## config.mk

```make
export PLATFORM = sky130hd
export DESIGN_NAME = cam_cmd_regfile
export DESIGN_NICKNAME = d
export VERILOG_FILES = /design/src/rtl/cam_cmd_pkg.sv /design/src/rtl/cam_cmd_decode.sv /design/src/rtl/cam_mask_bank.sv /design/src/rtl/cam_word_store.sv /design/src/rtl/cam_cmd_regfile.sv
export SDC_FILE = /design/constraint.sdc
export NUM_CORES = 2
export LEC_CHECK = 0
export BUFFER_PORTS_ARGS = -buffer_cell sky130_fd_sc_hd__buf_2
export CAP_MARGIN = 30
export CORE_ASPECT_RATIO = 1.25
export CORE_MARGIN = 2
export CORE_UTILIZATION = 57
export DETAILED_ROUTE_END_ITERATION = 6
export PLACE_DENSITY = 0.76
export SKIP_CTS_REPAIR_TIMING = 1
export SLEW_MARGIN = 10
export SYNTH_ARGS = -nofsm -noshare
export SYNTH_HDL_FRONTEND = slang
export SYNTH_SLANG_ARGS = --single-unit
```

## constraint.sdc

```tcl
create_clock -name clk -period 3.7 [get_ports clk]
set_clock_uncertainty 0.15 [all_clocks]
set_input_delay 0.37 -clock clk [delete_from_list [all_inputs] [get_ports clk]]
set_output_delay 0.37 -clock clk [all_outputs]
set_load 0.005 [all_outputs]
```

## src/rtl/cam_cmd_pkg.sv

```systemverilog
package cam_cmd_pkg;

    // Command field codes, opcode bits 5:0
    localparam logic [5:0] FLD_CFG  = 6'b000110;
    localparam logic [5:0] FLD_CMP  = 6'b000101;
    localparam logic [5:0] FLD_DSEL = 6'b001000;
    localparam logic [5:0] FLD_MASK = 6'b001001;
    localparam logic [5:0] FLD_MOVE = 6'b001100;
    localparam logic [5:0] FLD_STAT = 6'b000111;

    localparam int MSEL_LSB = 6;
    localparam int MSEL_W   = 3;

    typedef enum logic [2:0] {
        K_NONE, K_CFG, K_CMP, K_DSEL, K_MASK, K_MOVE, K_STAT
    } cmd_kind_e;

    typedef struct packed {
        cmd_kind_e         kind;
        logic              is_wr;
        logic [MSEL_W-1:0] msel;
    } cmd_t;

    function automatic cmd_kind_e kind_of(input logic [5:0] fld);
        case (fld)
            FLD_CFG:  return K_CFG;
            FLD_CMP:  return K_CMP;
            FLD_DSEL: return K_DSEL;
            FLD_MASK: return K_MASK;
            FLD_MOVE: return K_MOVE;
            FLD_STAT: return K_STAT;
            default:  return K_NONE;
        endcase
    endfunction

endpackage

```

## src/rtl/cam_cmd_decode.sv

```systemverilog
module cam_cmd_decode
    import cam_cmd_pkg::*;
#(
    parameter int OPC_W = 12
) (
    input  logic             cmd_valid,
    input  logic [OPC_W-1:0] opcode,
    input  logic             wr_n,
    output cmd_t             cmd
);
    localparam int HI_LSB = MSEL_LSB + MSEL_W;

    logic unused_top_bits;
    assign unused_top_bits = ^opcode[OPC_W-1:HI_LSB];

    always_comb begin
        cmd.kind  = cmd_valid ? kind_of(opcode[5:0]) : K_NONE;
        cmd.is_wr = ~wr_n;
        cmd.msel  = opcode[MSEL_LSB +: MSEL_W];
    end
endmodule

```

## src/rtl/cam_mask_bank.sv

```systemverilog
module cam_mask_bank #(
    parameter int DATA_W = 32,
    parameter int NSEL   = 8,
    localparam int SEL_W = $clog2(NSEL)
) (
    input  logic              clk,
    input  logic              rst,
    input  logic              wr_en,
    input  logic [SEL_W-1:0]  sel,
    input  logic [DATA_W-1:0] wr_data,
    output logic [DATA_W-1:0] sel_mask
);
    logic [NSEL-1:1][DATA_W-1:0] bank_q;

    generate
        for (genvar g = 1; g < NSEL; g++) begin : g_word
            always_ff @(posedge clk) begin
                if (rst)
                    bank_q[g] <= '0;
                else if (wr_en && sel == SEL_W'(g))
                    bank_q[g] <= wr_data;
            end
        end
    endgenerate

    // Code 0 selects no mask: every bit may change
    always_comb begin
        sel_mask = '0;
        for (int i = 1; i < NSEL; i++)
            if (sel == SEL_W'(i)) sel_mask = bank_q[i];
    end


    mask_zero_store_chk: assert property (@(posedge clk) disable iff (rst)
        (wr_en && sel == '0) |=> $stable(bank_q));


    mask_store_chk: assert property (@(posedge clk) disable iff (rst)
        (wr_en && sel != '0) |=> sel_mask == $past(wr_data) || sel != $past(sel));
endmodule

```

## src/rtl/cam_word_store.sv

```systemverilog
module cam_word_store #(
    parameter int DATA_W = 32,
    parameter int DEPTH  = 16,
    localparam int AW    = $clog2(DEPTH)
) (
    input  logic              clk,
    input  logic              rst,
    input  logic              we,
    input  logic [AW-1:0]     addr,
    input  logic [DATA_W-1:0] wdata,
    input  logic              wvalid,
    output logic [DATA_W-1:0] rdata,
    output logic              rvalid_bit
);
    logic [DATA_W-1:0] word_q [DEPTH];
    logic [DEPTH-1:0]  vbit_q;

    always_ff @(posedge clk) begin
        if (rst) begin
            vbit_q <= '0;
            for (int i = 0; i < DEPTH; i++) word_q[i] <= '0;
        end else if (we) begin
            word_q[addr] <= wdata;
            vbit_q[addr] <= wvalid;
        end
    end

    assign rdata      = word_q[addr];
    assign rvalid_bit = vbit_q[addr];


    move_valid_chk: assert property (@(posedge clk) disable iff (rst)
        we |=> vbit_q[$past(addr)] == $past(wvalid));


    move_word_chk: assert property (@(posedge clk) disable iff (rst)
        we |=> word_q[$past(addr)] == $past(wdata));
endmodule

```

## src/rtl/cam_cmd_regfile.sv

```systemverilog
module cam_cmd_regfile
    import cam_cmd_pkg::*;
#(
    parameter int DATA_W = 32,
    parameter int OPC_W  = 12,
    parameter int DEPTH  = 16,
    parameter int NMASK  = 8,
    localparam int AW    = $clog2(DEPTH)
) (
    input  logic              clk,
    input  logic              rst,
    input  logic              cmd_valid,
    input  logic [OPC_W-1:0]  opcode,
    input  logic              wr_n,
    input  logic [DATA_W-1:0] data_in,
    input  logic              vld_n_in,
    input  logic              addr_load,
    input  logic [AW-1:0]     addr_in,
    output logic [DATA_W-1:0] rd_data,
    output logic              rd_valid
);
    cmd_t              cmd;
    logic [DATA_W-1:0] cfg_q, cmp_q, dsel_q;
    logic [AW-1:0]     addr_q;
    logic [DATA_W-1:0] sel_mask, mem_word, rd_mux;
    logic              mem_vbit, rd_hit;
    logic [DATA_W-1:0] rd_data_q;
    logic              rd_valid_q;

    // Keep a bit of old where mask is 1, take new where mask is 0
    function automatic logic [DATA_W-1:0] blend(
        input logic [DATA_W-1:0] old_w,
        input logic [DATA_W-1:0] new_w,
        input logic [DATA_W-1:0] m);
        return (old_w & m) | (new_w & ~m);
    endfunction

    cam_cmd_decode #(.OPC_W(OPC_W)) dec_i (
        .cmd_valid(cmd_valid), .opcode(opcode), .wr_n(wr_n), .cmd(cmd));

    cam_mask_bank #(.DATA_W(DATA_W), .NSEL(NMASK)) masks_i (
        .clk(clk), .rst(rst),
        .wr_en(cmd.kind == K_MASK && cmd.is_wr),
        .sel(cmd.msel), .wr_data(data_in), .sel_mask(sel_mask));

    cam_word_store #(.DATA_W(DATA_W), .DEPTH(DEPTH)) store_i (
        .clk(clk), .rst(rst),
        .we(cmd.kind == K_MOVE && cmd.is_wr),
        .addr(addr_q),
        .wdata(blend(mem_word, cmp_q, sel_mask)),
        .wvalid(~vld_n_in),
        .rdata(mem_word), .rvalid_bit(mem_vbit));

    always_comb begin
        rd_hit = 1'b0;
        rd_mux = '0;
        if (!cmd.is_wr) begin
            case (cmd.kind)
                K_CFG:  begin rd_hit = 1'b1; rd_mux = cfg_q;  end
                K_CMP:  begin rd_hit = 1'b1; rd_mux = cmp_q;  end
                K_DSEL: begin rd_hit = 1'b1; rd_mux = dsel_q; end
                K_STAT: begin rd_hit = 1'b1; rd_mux = {{(DATA_W-1){1'b0}}, mem_vbit}; end
                K_MASK: begin rd_hit = (cmd.msel != '0); rd_mux = sel_mask; end
                default: ;
            endcase
        end
    end

    always_ff @(posedge clk) begin
        if (rst) begin
            cfg_q      <= '0;
            cmp_q      <= '0;
            dsel_q     <= '0;
            addr_q     <= '0;
            rd_valid_q <= 1'b0;
            rd_data_q  <= '0;
        end else begin
            if (addr_load) addr_q <= addr_in;
            if (cmd.is_wr) begin
                case (cmd.kind)
                    K_CFG:  cfg_q  <= blend(cfg_q,  data_in, sel_mask);
                    K_CMP:  cmp_q  <= blend(cmp_q,  data_in, sel_mask);
                    K_DSEL: dsel_q <= blend(dsel_q, data_in, sel_mask);
                    default: ;
                endcase
            end else if (cmd.kind == K_MOVE) begin
                cmp_q <= blend(cmp_q, mem_word, sel_mask);
            end
            rd_valid_q <= rd_hit;
            rd_data_q  <= rd_hit ? rd_mux : '0;
        end
    end

    assign rd_data  = rd_data_q;
    assign rd_valid = rd_valid_q;


    rd_from_read_chk: assert property (@(posedge clk) disable iff (rst)
        rd_valid |-> $past(cmd_valid && wr_n));


    rd_idle_zero_chk: assert property (@(posedge clk) disable iff (rst)
        !rd_valid |-> rd_data == '0);


    idle_hold_chk: assert property (@(posedge clk) disable iff (rst)
        !cmd_valid |=> $stable(cfg_q) && $stable(cmp_q) && $stable(dsel_q) && !rd_valid);


    move_out_quiet_chk: assert property (@(posedge clk) disable iff (rst)
        (cmd.kind == K_MOVE && !cmd.is_wr) |=> !rd_valid);


    addr_load_chk: assert property (@(posedge clk) disable iff (rst)
        addr_load |=> addr_q == $past(addr_in));
endmodule

```

==> flow_summary.ini <==
[worst_setup_path]
rr_worst_depth = 6
crit_arrival_ns = 3.41
rr_endpoint = store_i.word_q[7][27]$_SDFFCE_PN0P_
cpMaxStageDelayCell = dfxtp_4
worstSetupStartpointType = flip-flop
slowest_delay_ns = 0.75
path_class = flip-flop to flip-flop
crit_path_end_kind = flip-flop
crit_path_cell_trace = buf_12 -> mux4_2 -> a22oi_1 -> nand2_1 -> mux2i_4 -> nor2_1
cp_data_required_time_ns = 3.91
crit_fanout = 28
rrSetupSlack_ns = 0.50
critPathTopFamily = multiplexers
path_buf_inv = 1

[final_layout]
nFillCells = 5045
drive_gt1_share_pct = 17.9
area_delta_synth_final_pct = 10.9
finalNetCount = 3485

[yosys]
synth_ff_type = edfxtp_1
avgSynthCellArea_um2 = 11.4
synth-compound-area-share_pct = 12.9
synth.most_common_cell = nor2_1
ys_types = 67
synth.top_cell.area_share_pct = 39.1
yosys-top-cells-area = edfxtp_1 39%, dfxtp_1 19%, mux4_2 7.4%
synthAdderAreaFrac_pct = 0
synthArstFlopShare_pct = 0
yosys.area.top_type = edfxtp_1
synth_edf_count = 512
synthXorXnorAreaFrac_pct = 0
yosysWarnings = 0
synth_seq_cells = 889
netlist_area_um2 = 39300
synth-seq-area-share_pct = 58.3
synth_nets = 3502
synth_cells = 3448
synth-simple-area-share_pct = 12.6
synth_top_family_by_area = compound AO/OA/AOI/OAI gates
synthMuxAreaShare_pct = 11.7
ys_top_cells_by_count = 595 x nor2_1, 547 x nand2_1, 512 x edfxtp_1, 377 x dfxtp_1, 268 x a21oi_1

[place]
place_ws_ns = 0.543
place.gp.congestion = 0.830
place_hpwl_mm = 64.3
placement.io_buffers = 83

[timing]
setup_viol = 0
holdWs_ns = -0.0140
setup_tns_ns = 0
layout_setup_ws_ns = 0.499
rsz0062_at_grt = false
drv_slew = 0
finalHoldViolCount = 4
fin_crit_ns = 3.20
slew_headroom_pct = 32.2
fmax_mhz = 312
tightest_slew_ns = 1.02
post-route-period-util_pct = 86.5

[cts]
root_buffer = clkbuf_16
clk_latency_ns = 0.64
clk_pin_slew_ns = 0.07
cts_sinks = 889
cts_tree = done
max-clock-path-buffers = 3
cts_buffers = 81
ctsHtreeMaxLevel = 3

[global_routing]
antenna_found_initial = 4
grt_max_degree = 205
grt_pass1_wl_mm = 161
grt.overflow.total = 0
grtUsageTotal_pct = 29.7
grt_pass1_vias = 27800

[hold_path]
hold_depth = 3
hp-class = input port to flip-flop
min_to = masks_i.bank_q[165]$_SDFFE_PP0P_
hold_start = data_in[5]

[route]
drt-total-wl_mm = 106
vias = 28100
drtIter0Drc = 3141
antenna_left = 0
post_drt_wl_per_cell_um = 24.2
first_pass_iters = 5
drc = 0
vias_per_cell = 6.43

[power_and_ir_drop]
ir_drop_mv = 0.399
finalPower_mw = 20.4
p_per_area_nw_per_um2 = 467
p_leak_nw = 15.1

[floorplan]
rows = 107
initial_utilization_pct = 57.6
pin_count = 87
die_area_um2 = 71100
die_y_um = 298
placeableCoreArea_um2 = 68300
die_w_um = 239

[outcome]
status = finished with violations
violations = hold timing

[flow_run]
maxCapViolations = 0
## worst max path at each step
stage                      startpoint                                   end  cells past startpoint
3_3_place_gp                opcode[6]  store_i.word_q[11][23]$_SDFFCE_PN0P_                      7
6_report                    flip-flop   store_i.word_q[7][27]$_SDFFCE_PN0P_                      6
3_5_place_dp                opcode[6]   store_i.word_q[5][23]$_SDFFCE_PN0P_                      7
4_1_cts                     flip-flop   store_i.word_q[7][27]$_SDFFCE_PN0P_                      6
5_1_grt                     flip-flop   store_i.word_q[7][27]$_SDFFCE_PN0P_                      6
2_1_floorplan  addr_q[0]$_SDFFE_PP0P_   store_i.word_q[13][0]$_SDFFCE_PN0P_                      5
## layer usage
layer  up-vias  wire length, µm  GRT usage, %
met1     13900            38000          36.0
met4         0             4390          14.7
li1      12400                -             -
met3       318             8930          4.53
met5         -                0             0
met2      1462            54500          51.6
## final cells by class
class	instances	area [µm²]	area share (%)
sequential	889	22900	52.6
multi-input combinational	2174	14800	33.9
clock buffer	108	2300	5.28
timing repair buffer	247	2090	4.80
tap	872	1090	2.50
clock inverter	35	277	0.634
inverter	38	145	0.333
antenna	4	10.0	0.0229
## power by group
part,switching [mW],total [mW],internal (mW)
logic,0.944,1.44,0.496
clock network,3.66,8.24,4.59
registers,0.0890,10.7,10.6
## worst reg2reg max path: cells and delay by family, from the launching register on
kind / cells / cell delay [ns]
AOI/OAI and AO/OA: 1 / 0.31
buffers and inverters: 1 / 0.35
DFF: 1 / 0.75
muxes: 2 / 1.06
and+or+nand+nor: 2 / 0.31
## state kept, by name (all words and copies together) (netlist names), named ones only
signal and cells:
addr_q 4, rd_valid 1, store_i.word_q 512, cmp_q 32, store_i.vbit_q 16, masks_i.bank_q 224, rd_data 32
## layout by cell type (no fill, tap or decap), types with 31 or more instances in the layout
cell type      instances
nor2_1               593
nand2_1              536
edfxtp_1             512
dfxtp_1              375
a21oi_1              267
a22oi_1              157
mux4_2               130
buf_4                101
clkbuf_16             84
buf_2                 81
mux2i_1               74
a41o_1                58
inv_1                 37
dlygate4sd3_1         36
a221o_1               31
o221a_2               31
## through the flow
| step | instances | util (%) | instance area, µm² |
|---|---|---|---|
| floorplan | 3448 | - | 39300 |
| global placement | 4182 | 59.5 | 40700 |
| detailed placement | 4184 | 59.6 | 40700 |
| CTS | 4327 | 63.4 | 43300 |
| global route | 4367 | 63.9 | 43600 |
| finish | 4367 | 63.9 | 43600 |
## cell families after synthesis
| family | Yosys count |
|---|---|
| multiplexers | 268 |
| AO/OA/AOI/OAI | 665 |
| flip-flops | 889 |
| AND/OR/NAND/NOR | 1241 |
| buffers and inverters | 385 |
(Power assumes the default switching activity.)
